<file path="src/rtl/peak_hold_pkg.sv">
package peak_hold_pkg;
  // Strobes passed from control to datapath each cycle
  typedef struct packed {
    logic winEnd;   // current window closes on this edge
    logic idle;     // window length of zero: no closes
  } ctrlStrobe_t;
endpackage

</file>
<file path="src/rtl/peak_hold_ctrl.sv">
module peak_hold_ctrl
  import peak_hold_pkg::*;
#(
  parameter int PHASES = 3,
  parameter int CYC_W  = 8
) (
  input  logic              clk,
  input  logic              rstN,
  input  logic [PHASES-1:0] zcStrobe,
  input  logic [PHASES-1:0] phaseSel,
  input  logic [CYC_W-1:0]  winLen,
  output ctrlStrobe_t       strb
);
  localparam int SUM_W = CYC_W + $clog2(PHASES + 1);

  logic [CYC_W-1:0] halfCnt;
  logic [SUM_W-1:0] zcInc;
  logic [SUM_W-1:0] sumCnt;

  always_comb begin
    zcInc = '0;
    for (int i = 0; i < PHASES; i++) begin
      if (zcStrobe[i] && phaseSel[i]) zcInc = zcInc + SUM_W'(1);
    end
    sumCnt      = SUM_W'(halfCnt) + zcInc;
    strb.idle   = (winLen == '0);
    strb.winEnd = !strb.idle && (sumCnt >= SUM_W'(winLen));
  end

  always_ff @(posedge clk) begin
    if (!rstN) begin
      halfCnt <= '0;
    end else if (strb.idle || strb.winEnd) begin
      halfCnt <= '0;
    end else begin
      halfCnt <= sumCnt[CYC_W-1:0];
    end
  end
endmodule

</file>
<file path="src/rtl/peak_hold_datapath.sv">
module peak_hold_datapath
  import peak_hold_pkg::*;
#(
  parameter int DATA_W = 24,
  parameter int PHASES = 3,
  parameter int WORD_W = 32
) (
  input  logic                     clk,
  input  logic                     rstN,
  input  logic [PHASES*DATA_W-1:0] samples,
  input  logic [PHASES-1:0]        sampleValid,
  input  logic [PHASES-1:0]        phaseSel,
  input  ctrlStrobe_t              strb,
  output logic [WORD_W-1:0]        resultWord
);
  localparam int PAD_W = WORD_W - PHASES - DATA_W;
  localparam logic [DATA_W-1:0] MOST_NEG = {1'b1, {(DATA_W-1){1'b0}}};
  localparam logic [DATA_W-1:0] MAG_MAX  = {1'b0, {(DATA_W-1){1'b1}}};

  logic [DATA_W-1:0] magArr [PHASES];
  logic [DATA_W-1:0] runMag, bestMag;
  logic [PHASES-1:0] runTag, bestTag;

  // Saturating absolute value per phase
  for (genvar g = 0; g < PHASES; g++) begin : gAbs
    logic [DATA_W-1:0] slice;
    assign slice = samples[g*DATA_W +: DATA_W];
    always_comb begin
      if (slice == MOST_NEG)      magArr[g] = MAG_MAX;
      else if (slice[DATA_W-1])   magArr[g] = -slice;
      else                        magArr[g] = slice;
    end
  end

  // Strict compare chain: running value wins ties, then lower index
  always_comb begin
    bestMag = runMag;
    bestTag = runTag;
    for (int i = 0; i < PHASES; i++) begin
      if (sampleValid[i] && phaseSel[i] && (magArr[i] > bestMag)) begin
        bestMag = magArr[i];
        bestTag = PHASES'(1) << i;
      end
    end
  end

  always_ff @(posedge clk) begin
    if (!rstN) begin
      runMag     <= '0;
      runTag     <= '0;
      resultWord <= '0;
    end else if (strb.winEnd) begin
      resultWord <= {{PAD_W{1'b0}}, bestTag, bestMag};
      runMag     <= '0;
      runTag     <= '0;
    end else begin
      runMag <= bestMag;
      runTag <= bestTag;
    end
  end
endmodule

</file>
<file path="src/rtl/peak_hold_top.sv">
module peak_hold_top
  import peak_hold_pkg::*;
#(
  parameter int DATA_W = 24,
  parameter int CYC_W  = 8
) (
  input  logic              clk,
  input  logic              rstN,
  input  logic [DATA_W-1:0] sampleA,
  input  logic [DATA_W-1:0] sampleB,
  input  logic [DATA_W-1:0] sampleC,
  input  logic [2:0]        sampleValid,
  input  logic [2:0]        zcStrobe,
  input  logic [2:0]        phaseSel,
  input  logic [CYC_W-1:0]  winLen,
  output logic [31:0]       peakWord
);
  localparam int PHASES = 3;
  localparam int WORD_W = 32;

  ctrlStrobe_t strb;

  peak_hold_ctrl #(.PHASES(PHASES), .CYC_W(CYC_W)) uCtrl (
    .clk(clk), .rstN(rstN), .zcStrobe(zcStrobe), .phaseSel(phaseSel),
    .winLen(winLen), .strb(strb)
  );

  peak_hold_datapath #(.DATA_W(DATA_W), .PHASES(PHASES), .WORD_W(WORD_W)) uDp (
    .clk(clk), .rstN(rstN), .samples({sampleC, sampleB, sampleA}),
    .sampleValid(sampleValid), .phaseSel(phaseSel), .strb(strb),
    .resultWord(peakWord)
  );
endmodule

</file>
<file path="config.mk">
export PLATFORM = sky130hd
export DESIGN_NAME = peak_hold_top
export DESIGN_NICKNAME = d
export VERILOG_FILES = /design/src/rtl/peak_hold_pkg.sv /design/src/rtl/peak_hold_ctrl.sv /design/src/rtl/peak_hold_datapath.sv /design/src/rtl/peak_hold_top.sv
export SDC_FILE = /design/constraint.sdc
export NUM_CORES = 1
export LEC_CHECK = 0
export BUFFER_PORTS_ARGS = -buffer_cell sky130_fd_sc_hd__buf_2
export CORE_ASPECT_RATIO = 1.4
export CORE_MARGIN = 2
export CORE_UTILIZATION = 45
export CTS_CLUSTER_SIZE = 24
export DETAILED_ROUTE_END_ITERATION = 8
export HOLD_SLACK_MARGIN = 0.02
export PLACE_DENSITY = 0.69
export SLEW_MARGIN = 20
export SYNTH_ARGS = -nofsm -noshare
export SYNTH_HDL_FRONTEND = slang
export SYNTH_HIERARCHICAL = 1
export SYNTH_SLANG_ARGS = --single-unit
</file>
<file path="constraint.sdc">
create_clock -name clk -period 7.3 [get_ports clk]
set_input_delay 0.365 -clock clk [delete_from_list [all_inputs] [get_ports clk]]
set_output_delay 0.365 -clock clk [all_outputs]
set_load 0.02 [all_outputs]
</file>
[After elaboration in Yosys (flattened, before gate mapping)]
Index checks and enable logic that the tools add are counted.
Word-level totals
  bits in registers: 62
  input port bits: 91
  output and inout port bits: 32
  logic and storage cells: 48
Operators by class
  $add $sub $neg: 6
  order comparisons: 4
  equality and inequality tests: 3
  multiplexer cells: 15
  bitwise gates (word level): 1
  reductions and logical operators: 15
Operators with widths (number)
  $mux 24: 9
  $eq 24x24->1 const B: 3
  $gt 24x24->1: 3
  $neg 24->24: 3
  $mux 10: 2
  $add 10x1->10 const B: 1
  $add 8x10->10: 1
  $ge 10x8->1: 1
  $logic_and 1x1->1: 10
  $mux 3: 3
  $logic_not 8->1: 1
  $reduce_or 2->1: 2
  $add 1x1->2 const B: 1
  $logic_not 1->1: 1
  $logic_or 1x1->1: 1
  $mux 1: 1
  $not 1->1: 1

[Longest topological paths before layout]
Gate-level depths: netlist (run 1).
  depth after elaboration: 12
  mapped depth: 38
  gate-level depth less buffers: 32

[Modules after synthesis]
Netlist (run 1), hierarchy kept.
By module, submodules not included
  peak_hold_datapath: instances 1, cells an instance 857, area an instance 6246.0 µm², sequential area each 1081.0 µm²
  peak_hold_ctrl: instances 1, cells an instance 80, area an instance 732.0 µm², sequential area each 160.2 µm²

[Worst setup path after synthesis (run 1)]
Ideal clock, no wire load.
  path kind: input -> register
  start: in sampleA[6]
  end: reg uDp.resultWord[20]
  setup time: 0.074 ns
  arrival: 7.919 ns
  data required time: 7.226 ns
  setup slack: -0.693 ns
  stages: 34
  buffers on the path: 6
  cell sequence: or4_4 -> or4_1 -> clkbuf_2 -> or3_1 -> a31oi_2 -> ha_1 -> nand4_1 -> or4_1 -> a311o_1 -> and3_1 -> nor2_2 -> buf_2 -> mux2_2 -> inv_1 -> ha_1 -> nand4_1 -> nor4_1 -> o31a_1 -> o21ba_2 -> clkbuf_1 -> buf_2 -> clkbuf_1 -> nand2_1 -> nand2_1 -> ha_1 -> a2111oi_0 -> nand2_1 -> a31oi_1 -> o221ai_1 -> o21bai_1 -> clkbuf_1 -> o21ai_0 -> a21o_1 -> a31oi_1
Between the ends
  cells in the longest elaborated chain, start to end: 12
  elaborated cells on any way between the ends: 13
  classes of those cells: 1 x add/sub; 3 x order compare; 1 x eq/ne; 5 x mux; 3 x reduce/logical
RTL lines
  start, declared: line peak_hold_top.sv:9  | input logic [DATA_W-1:0] sampleA,
  $neg 24->24: line peak_hold_datapath.sv:30  | else if (slice[DATA_W-1]) magArr[g] = -slice;
  $mux 24: line peak_hold_datapath.sv:30
  $mux 24 (*): line peak_hold_datapath.sv:29  | if (slice == MOST_NEG) magArr[g] = MAG_MAX;
  $gt 24x24->1: line peak_hold_datapath.sv:40  | if (sampleValid[i] && phaseSel[i] && (magArr[i] > bestMag)) begin
  $logic_and 1x1->1: line peak_hold_datapath.sv:40
  $mux 24 (*): line peak_hold_datapath.sv:40
  $gt 24x24->1: line peak_hold_datapath.sv:40
  $logic_and 1x1->1: line peak_hold_datapath.sv:40
  $mux 24 (*): line peak_hold_datapath.sv:40
  $gt 24x24->1: line peak_hold_datapath.sv:40
  $logic_and 1x1->1: line peak_hold_datapath.sv:40
  $mux 24 (*): line peak_hold_datapath.sv:40
  end signal, assigned: line peak_hold_datapath.sv:53  | resultWord <= {{PAD_W{1'b0}}, bestTag, bestMag};
  end, declared: line peak_hold_datapath.sv:14  | output logic [WORD_W-1:0] resultWord
Mark *: on every way between the ends. The rest lies on a longest branch, timed or not.
A chain may end at the register's enable or synchronous reset.

[Worst setup path after layout (run 1)]
  start: in sampleA[4]
  end: reg uDp.runMag[18]
Between the ends
  cells in the longest elaborated chain, start to end: 12
  elaborated cells on any way between the ends: 13
  classes of those cells: 1 x add/sub; 3 x order compare; 1 x eq/ne; 5 x mux; 3 x reduce/logical
RTL lines
  $neg 24->24: line peak_hold_datapath.sv:30
  $mux 24: line peak_hold_datapath.sv:30
  $mux 24 (*): line peak_hold_datapath.sv:29
  $gt 24x24->1: line peak_hold_datapath.sv:40
  $logic_and 1x1->1: line peak_hold_datapath.sv:40
  $mux 24 (*): line peak_hold_datapath.sv:40
  $gt 24x24->1: line peak_hold_datapath.sv:40
  $logic_and 1x1->1: line peak_hold_datapath.sv:40
  $mux 24 (*): line peak_hold_datapath.sv:40
  $gt 24x24->1: line peak_hold_datapath.sv:40
  $logic_and 1x1->1: line peak_hold_datapath.sv:40
  $mux 24 (*): line peak_hold_datapath.sv:40
  end signal, assigned: line peak_hold_datapath.sv:57  | runMag <= bestMag;
  end, declared: line peak_hold_datapath.sv:21  | logic [DATA_W-1:0] runMag, bestMag;
Marks and branches as above.

==> results of run 1 <==
-- synth_stat cells, drive strengths merged, types with 14 or more instances --
| cell type | number |
|---|---|
| nor2 | 71 |
| nor3 | 36 |
| o21a | 14 |
| xor2 | 41 |
| nand4 | 21 |
| nand2 | 109 |
| nand3 | 28 |
| dfxtp | 62 |
| mux2i | 15 |
| o41ai | 16 |
| ha | 88 |
| inv | 52 |
| o21ai | 47 |
| o31ai | 27 |
| clkbuf | 42 |
| a21oi | 69 |
-- metal layers --
layer | global-route usage (%) | part of all wire, % | vias up
li1 | - | - | 4004
met1 | 35.7 | 38 | 4056
met2 | 55.1 | 48 | 452
met3 | 4.39 | 6.6 | 155
met4 | 18.4 | 7.0 | 0
met5 | 0 | 0 | -
-- worst max-delay path, delay by kind of cell --
family	cells	cell delay (ns)
multiplexers	1	0.30
adder cells (fa/ha/maj)	3	0.83
AO/OA/AOI/OAI	9	2.00
buffers and inverters	7	0.99
AND/OR/NAND/NOR	14	3.78
-- layout make-up --
class	count	area, um2
clock buffer	9	225
clock inverter	7	50.0
fill	1116	4380
inverter	52	195
multi-input combinational	776	6410
sequential	62	1240
tap	192	240
timing repair buffer	320	2380
-- report_power, final --
part	internal, mW	switching, mW
sequential	0.376	0.0210
clock	0.230	0.164
combinational	0.658	0.727
-- per-stage QoR --
stage          setup slack [ns]  hold WS [ns]  TNS (ns)  cells
6_report                 -0.749         0.404    -33.47   1418
5_1_grt                  -0.999         0.429    -47.65   1418
3_3_place_gp              -1.07         0.472    -52.21   1353
3_5_place_dp              -1.14         0.472    -56.87   1353
4_1_cts                  -0.422         0.437    -15.80   1401
2_1_floorplan           -0.0352         0.465   -0.0510    941
-- state kept, by name, summed over array words and instances, names as in the netlist --
register,cells
uCtrl/halfCnt,8
uDp/resultWord,27
uDp/runMag,24
uDp/runTag,3
-- placed cells by master, fill, tap and decap left out, types with 6 or more instances in the layout --
master,count
sky130_fd_sc_hd__o21ai_1,6
sky130_fd_sc_hd__nand3_1,24
sky130_fd_sc_hd__mux2i_1,10
sky130_fd_sc_hd__nor3_2,11
sky130_fd_sc_hd__ha_4,13
sky130_fd_sc_hd__nor2_4,9
sky130_fd_sc_hd__nor3_1,17
sky130_fd_sc_hd__a21o_1,9
sky130_fd_sc_hd__inv_1,51
sky130_fd_sc_hd__nand2_1,104
sky130_fd_sc_hd__and3_1,7
sky130_fd_sc_hd__buf_12,10
sky130_fd_sc_hd__buf_4,168
sky130_fd_sc_hd__nor3_4,8
sky130_fd_sc_hd__a21oi_2,18
sky130_fd_sc_hd__nand4_1,21
sky130_fd_sc_hd__nor2b_1,12
sky130_fd_sc_hd__dfxtp_1,62
sky130_fd_sc_hd__o31ai_1,25
sky130_fd_sc_hd__o21a_1,14
sky130_fd_sc_hd__nor2_2,6
sky130_fd_sc_hd__buf_2,115
sky130_fd_sc_hd__a21oi_4,9
sky130_fd_sc_hd__or4_4,7
sky130_fd_sc_hd__or4_1,6
sky130_fd_sc_hd__xnor2_1,10
sky130_fd_sc_hd__o211ai_1,10
sky130_fd_sc_hd__a21oi_1,42
sky130_fd_sc_hd__buf_6,23
sky130_fd_sc_hd__nor2_1,56
sky130_fd_sc_hd__o21ai_0,34
sky130_fd_sc_hd__nor3b_1,6
sky130_fd_sc_hd__clkbuf_16,9
sky130_fd_sc_hd__o41ai_1,9
sky130_fd_sc_hd__a31oi_1,9
sky130_fd_sc_hd__or3_1,10
sky130_fd_sc_hd__ha_1,73
sky130_fd_sc_hd__xor2_1,41
-- what timing repair did --
item | 4_1_cts | 5_1_grt
pin swaps | 67 | 31
endpoints found under the setup margin | 54 | 54
gates resized for setup | 134 | 78
cloned | 3 | 0
setup buffers | 31 | 20
-- path summary, 6_finish.rpt --
kind,from,end,slack (ns)
min reg2reg,uDp/resultWord[5],uDp/resultWord[5],0.48
min,sampleC[0],uDp/runMag[0],0.40
max reg2reg,uDp/runMag[8],uDp/runMag[18],0.62
max,sampleA[4],uDp/runMag[18],-0.75
-- kinds of logic (layout without fill, tap and decap cells) --
| logic type | count (synthesis) | in the layout | share of synthesized area (%) |
|---|---|---|---|
| AOI/OAI and AO/OA | 258 | 259 | 25.4 |
| xor gates and xnor gates | 51 | 51 | 6.40 |
| other | 1 | 5 | 0.0537 |
| buffers and inverters | 104 | 388 | 5.95 |
| and+or+nand+nor | 354 | 354 | 25.6 |
| muxes | 18 | 18 | 2.74 |
| DFF | 62 | 62 | 17.8 |
| adders and majority gates | 89 | 89 | 16.1 |
==> reports/metrics.yaml, run 1 <==
placed_design:
  place.gp.congestion: 0.951
  io_buffers: 117
  detailed_place_hpwl_mm: 19.3
  place_area_mm2: 0.00890
sta:
  grt_setup_unrepaired: "true"
  fin_skew_ns: 0.0116
  max_clock_freq_mhz: 124
  setup_ws_ns: -0.749
  worstMarginPinSlew_ns: 1.06
  max-slew-margin-rel_pct: 29.5
  min_period_over_period_pct: 110
  timing.final.setup_violations: 54
  hold_viol_final: 0
  final.min_clock_period_ns: 8.05
  final-max-slew-violation-count: 0
logic_synthesis:
  synth-main-ff-cell: "sky130_fd_sc_hd__dfxtp_1"
  synthTopCellsByArea: "sky130_fd_sc_hd__dfxtp_1, sky130_fd_sc_hd__ha_1, sky130_fd_sc_hd__nand2_1"
  synth.distinct_cells: 82
  synth-async-reset-ratio_pct: 0
  synth-warning-count: 6
  netlist.top_cell.by_area: "sky130_fd_sc_hd__dfxtp_1"
  post_synth.cell_area_avg_um2: 7.45
  synthDominantCellAreaShare_pct: 17.8
  syn-instance-count: 937
  synthesis.area_mm2: 0.00698
  synth_edf_count: 0
  synth_sequential_area_ratio_pct: 17.8
  synth_seq_cells: 62
die:
  core-area_mm2: 0.0151
  fp-row-count: 53
  pin_count: 123
  floorplan.initialDensity_pct: 46.2
  die_w_um: 109
  floorplan.die.height_um: 151
  total_die_area_mm2: 0.0165
global_routing:
  grt_max_degree: 32
  grt_pass1_wl_mm: 40.2
  via_count_of_the_first_global_routing_pass: 8010
  track_usage_pct: 31.4
  grt_antenna_before_repair: 0
  gr-total-overflow: 0
power:
  total_leakage_power_nw: 4.79
  total_power_mw: 2.18
  pwr_density_cell_mw_per_mm2: 203
  vdd.ir_drop.worst_uv: 150
worst_setup_path:
  required_ns: 7.55
  cp-end-kind: "flop"
  worstPathMaxFanout: 6
  critPathSlowestCell: "sky130_fd_sc_hd__or4_4"
  worst-endpoint-arrival_ns: 8.30
  setup.worst_path.class: "input port to flop"
  r2r.worst_path.cells: 28
  crit_path_max_incr_delay_ns: 0.53
  cp-start-kind: "input port"
clock_network:
  cts_hold_buf: 0
  clock_tree.buffer_depth: 2
  clock_tree_from_tritoncts: "done"
  numCtsBuffers: 9
  worst_skew_pair.late_latency_ns: 0.34
  cts.clk_slew.worst_paths_ns: 0.06
  clock_tree.root_cell: "sky130_fd_sc_hd__clkbuf_16"
  htree_levels: 3
  clock_sink_count: 62
min_path:
  worstHoldPathType: "input port to flop"
  worstHoldPathCells: 3
finish:
  diodes: 0
  drive_above_1_share_pct: 41.1
  layout.nets: 1401
  areaGrowthSynthToFinish_pct: 54.0
  utilization_pct: 71.1
  final_area_mm2: 0.0107
route:
  routed_wire_length_per_instance_um: 19.9
  sum_of_routed_wire_length_over_all_layers_mm: 28.2
  vias: 8667
  drt_first_iter_violations: 894
  drc: 0
  viasPerCell: 6.11
  detail-route-antenna-nets: 0
  drt_pass_1_iters: 8
outcome:
  violations: "negative setup slack"
  status: "finished with violations"
run:
  drv_cap: 0
Power figures use the tool's default switching activity.
==> inputs of run 2 (changes only) <==
clock period = 6.8 ns   (was 7.3 ns; I/O delays follow)
==> run 2 against run 1 <==
Net effect:
- the run still ends with negative setup slack left
- cell area rose by 3.9%
- critical path depth rose by 2
- critical path type unchanged
- utilization rose by 2.7 points
- clock power rose by 6.9%
- global-route usage rose by 0.82 points
- sequential cell count did not move
- sequential power rose by 8.6%
- combinational power rose by 17%
- worst hold slack improved by 0.081 ns
- first-iteration DRC count rose by 9.2%
- routed wire length rose by 9.7%
==> reports/metrics.yaml, run 2 (synthesis results as in run 1) <==
global_routing:
  track_usage_pct: 32.2  # was 31.4%
  grt_antenna_before_repair: 0  # unchanged
  gr-total-overflow: 0  # unchanged
  via_count_of_the_first_global_routing_pass: 8551  # was 8010
  grt_max_degree: 32  # unchanged
  grt_pass1_wl_mm: 41.7  # was 40.2 mm
clock_network:
  clock_tree.buffer_depth: 2  # unchanged
  clock_sink_count: 62  # unchanged
  worst_skew_pair.late_latency_ns: 0.33  # was 0.34 ns
  clock_tree.root_cell: "sky130_fd_sc_hd__clkbuf_16"  # unchanged
  numCtsBuffers: 9  # unchanged
  cts.clk_slew.worst_paths_ns: 0.06  # about the same
  cts_hold_buf: 0  # unchanged
  htree_levels: 3  # unchanged
  clock_tree_from_tritoncts: "done"  # unchanged
sta:
  final.min_clock_period_ns: 8.24
  setup_ws_ns: -1.44  # was -0.749 ns
  max-slew-margin-rel_pct: 40.1  # was 29.5%
  fin_hold_ws_ns: 0.486  # was 0.404 ns
  fin_skew_ns: 0.00930  # was 0.0116 ns
  timing.final.setup_violations: 54  # unchanged
  min_period_over_period_pct: 121
  max_clock_freq_mhz: 121
  grt_setup_unrepaired: "true"  # unchanged
  final-max-slew-violation-count: 0  # unchanged
  hold_viol_final: 0  # unchanged
  worstMarginPinSlew_ns: 0.898  # was 1.06 ns
worst_setup_path:
  crit_path_max_incr_delay_ns: 0.66  # was 0.53 ns
  setup.worst_path.class: "input port to flop"  # unchanged
  cp-start-kind: "input port"  # unchanged
  critPathSlowestCell: "sky130_fd_sc_hd__or4_4"  # unchanged
  worst-endpoint-arrival_ns: 8.45  # was 8.30 ns
  cp-end-kind: "flop"  # unchanged
  required_ns: 7.02  # was 7.55 ns
  worstPathMaxFanout: 7  # was 6
outcome:
  violations: "negative setup slack"  # unchanged
  status: "finished with violations"  # unchanged
finish:
  largest_register_ff_count: 27  # unchanged
  utilization_pct: 73.8  # was 71.1%
  final_area_mm2: 0.0112  # was 0.0107 mm2
  largest_register_by_flop_count: "uDp/resultWord"  # unchanged
  biggestRegsByFlops: "uDp/resultWord x27, uDp/runMag x24, uCtrl/halfCnt x8"  # unchanged
  fill_cells: 1067  # was 1116
  layout_commonest_cell: "sky130_fd_sc_hd__buf_4"  # unchanged
  areaGrowthSynthToFinish_pct: 59.9  # was 54.0%
  drive_above_1_share_pct: 44.9  # was 41.1%
  layout.nets: 1438  # was 1401
  commonest_cells_after_routing_fill_and_taps_aside: "sky130_fd_sc_hd__buf_4, sky130_fd_sc_hd__buf_2, sky130_fd_sc_hd__nand2_1"  # unchanged
  diodes: 0  # unchanged
placed_design:
  io_buffers: 117  # unchanged
  detailed_place_hpwl_mm: 19.3  # about the same
  place.gp.congestion: 0.981  # was 0.951
  place_area_mm2: 0.00891  # was 0.00890 mm2
die:
  die_w_um: 109  # unchanged
  pin_count: 123  # unchanged
  total_die_area_mm2: 0.0165  # unchanged
  floorplan.initialDensity_pct: 46.2  # unchanged
  fp-row-count: 53  # unchanged
  core-area_mm2: 0.0151  # unchanged
  floorplan.die.height_um: 151  # unchanged
route:
  vias: 9093  # was 8667
  drt_first_iter_violations: 976  # was 894
  routed_wire_length_per_instance_um: 21.2  # was 19.9 um
  drt_pass_1_iters: 8  # unchanged
  sum_of_routed_wire_length_over_all_layers_mm: 30.9  # was 28.2 mm
  drc: 0  # unchanged
  viasPerCell: 6.25  # was 6.11
  detail-route-antenna-nets: 0  # unchanged
power:
  total_leakage_power_nw: 4.97  # was 4.79 nW
  pwr_density_cell_mw_per_mm2: 221  # was 203 mW/mm2
  vdd.ir_drop.worst_uv: 131  # was 150 uV
run:
  drv_cap: 0  # unchanged
min_path:
  worstHoldPathType: "flop to flop"  # was input port to flop
[run 2: report_power, final]
part,leakage [nW],internal (mW),switching [mW]
sequential,0.505,0.404,0.0265
clock,0.140,0.247,0.174
combinational,4.32,0.763,0.852
total,4.97,1.41,1.05
[run 2: critical path: cells and delay by family]
| family | cells | cell delay, ns |
|---|---|---|
| AOI/OAI and AO/OA | 9 | 1.93 |
| buffers and inverters | 10 | 1.28 |
| muxes | 2 | 0.64 |
| and+or+nand+nor | 11 | 3.43 |
| adders and majority gates | 4 | 0.81 |
[run 2: path summary, 6_finish.rpt]
kind                     start                end  slack [ns]  cells after the start
min reg2reg  uDp/resultWord[5]  uDp/resultWord[5]        0.49                      2
max                 sampleA[1]  uDp/resultWord[2]       -1.44                     36
min          uDp/resultWord[5]  uDp/resultWord[5]        0.49                      2
max reg2reg     uDp/runMag[20]  uDp/resultWord[2]       -0.09                     30
[run 2: cell type report]
class | count | area (um2) | area share [%]
Inverter | 52 | 200 | 1.79
Sequential cell | 62 | 1240 | 11.1
Timing Repair Buffer | 356 | 2640 | 23.6
Clock buffer | 9 | 225 | 2.02
Multi-Input combinational cell | 777 | 6570 | 58.9
Clock inverter | 7 | 50.0 | 0.448
Tap cell | 192 | 240 | 2.15
[run 2: per-layer routing]
layer	up-vias	routed length [um]	part of all wire (%)	global-route usage, %
met2	593	14700	48	57.7
li1	4086	-	-	-
met4	0	2720	8.8	18.6
met1	4203	11000	36	35.7
met3	211	2470	8.0	4.52
met5	-	0	0	0
[run 2: metrics by stage]
stage	setup TNS [ns]	cells	setup slack (ns)	total power [mW]
6_report	-68.77	1455	-1.44	2.47
3_3_place_gp	-56.57	1352	-1.18	1.47
4_1_cts	-25.38	1428	-0.579	2.12
3_5_place_dp	-60.19	1352	-1.26	1.49
2_1_floorplan	-20.55	941	-0.507	1.06
5_1_grt	-72.93	1455	-1.53	2.57
[run 2: timing repair]
item / CTS / global route
pin swaps: 17 / 59
endpoints found under the setup margin: 54 / 54
gates resized for setup: 102 / 136
setup buffers: 55 / 32
cloned: 5 / 2
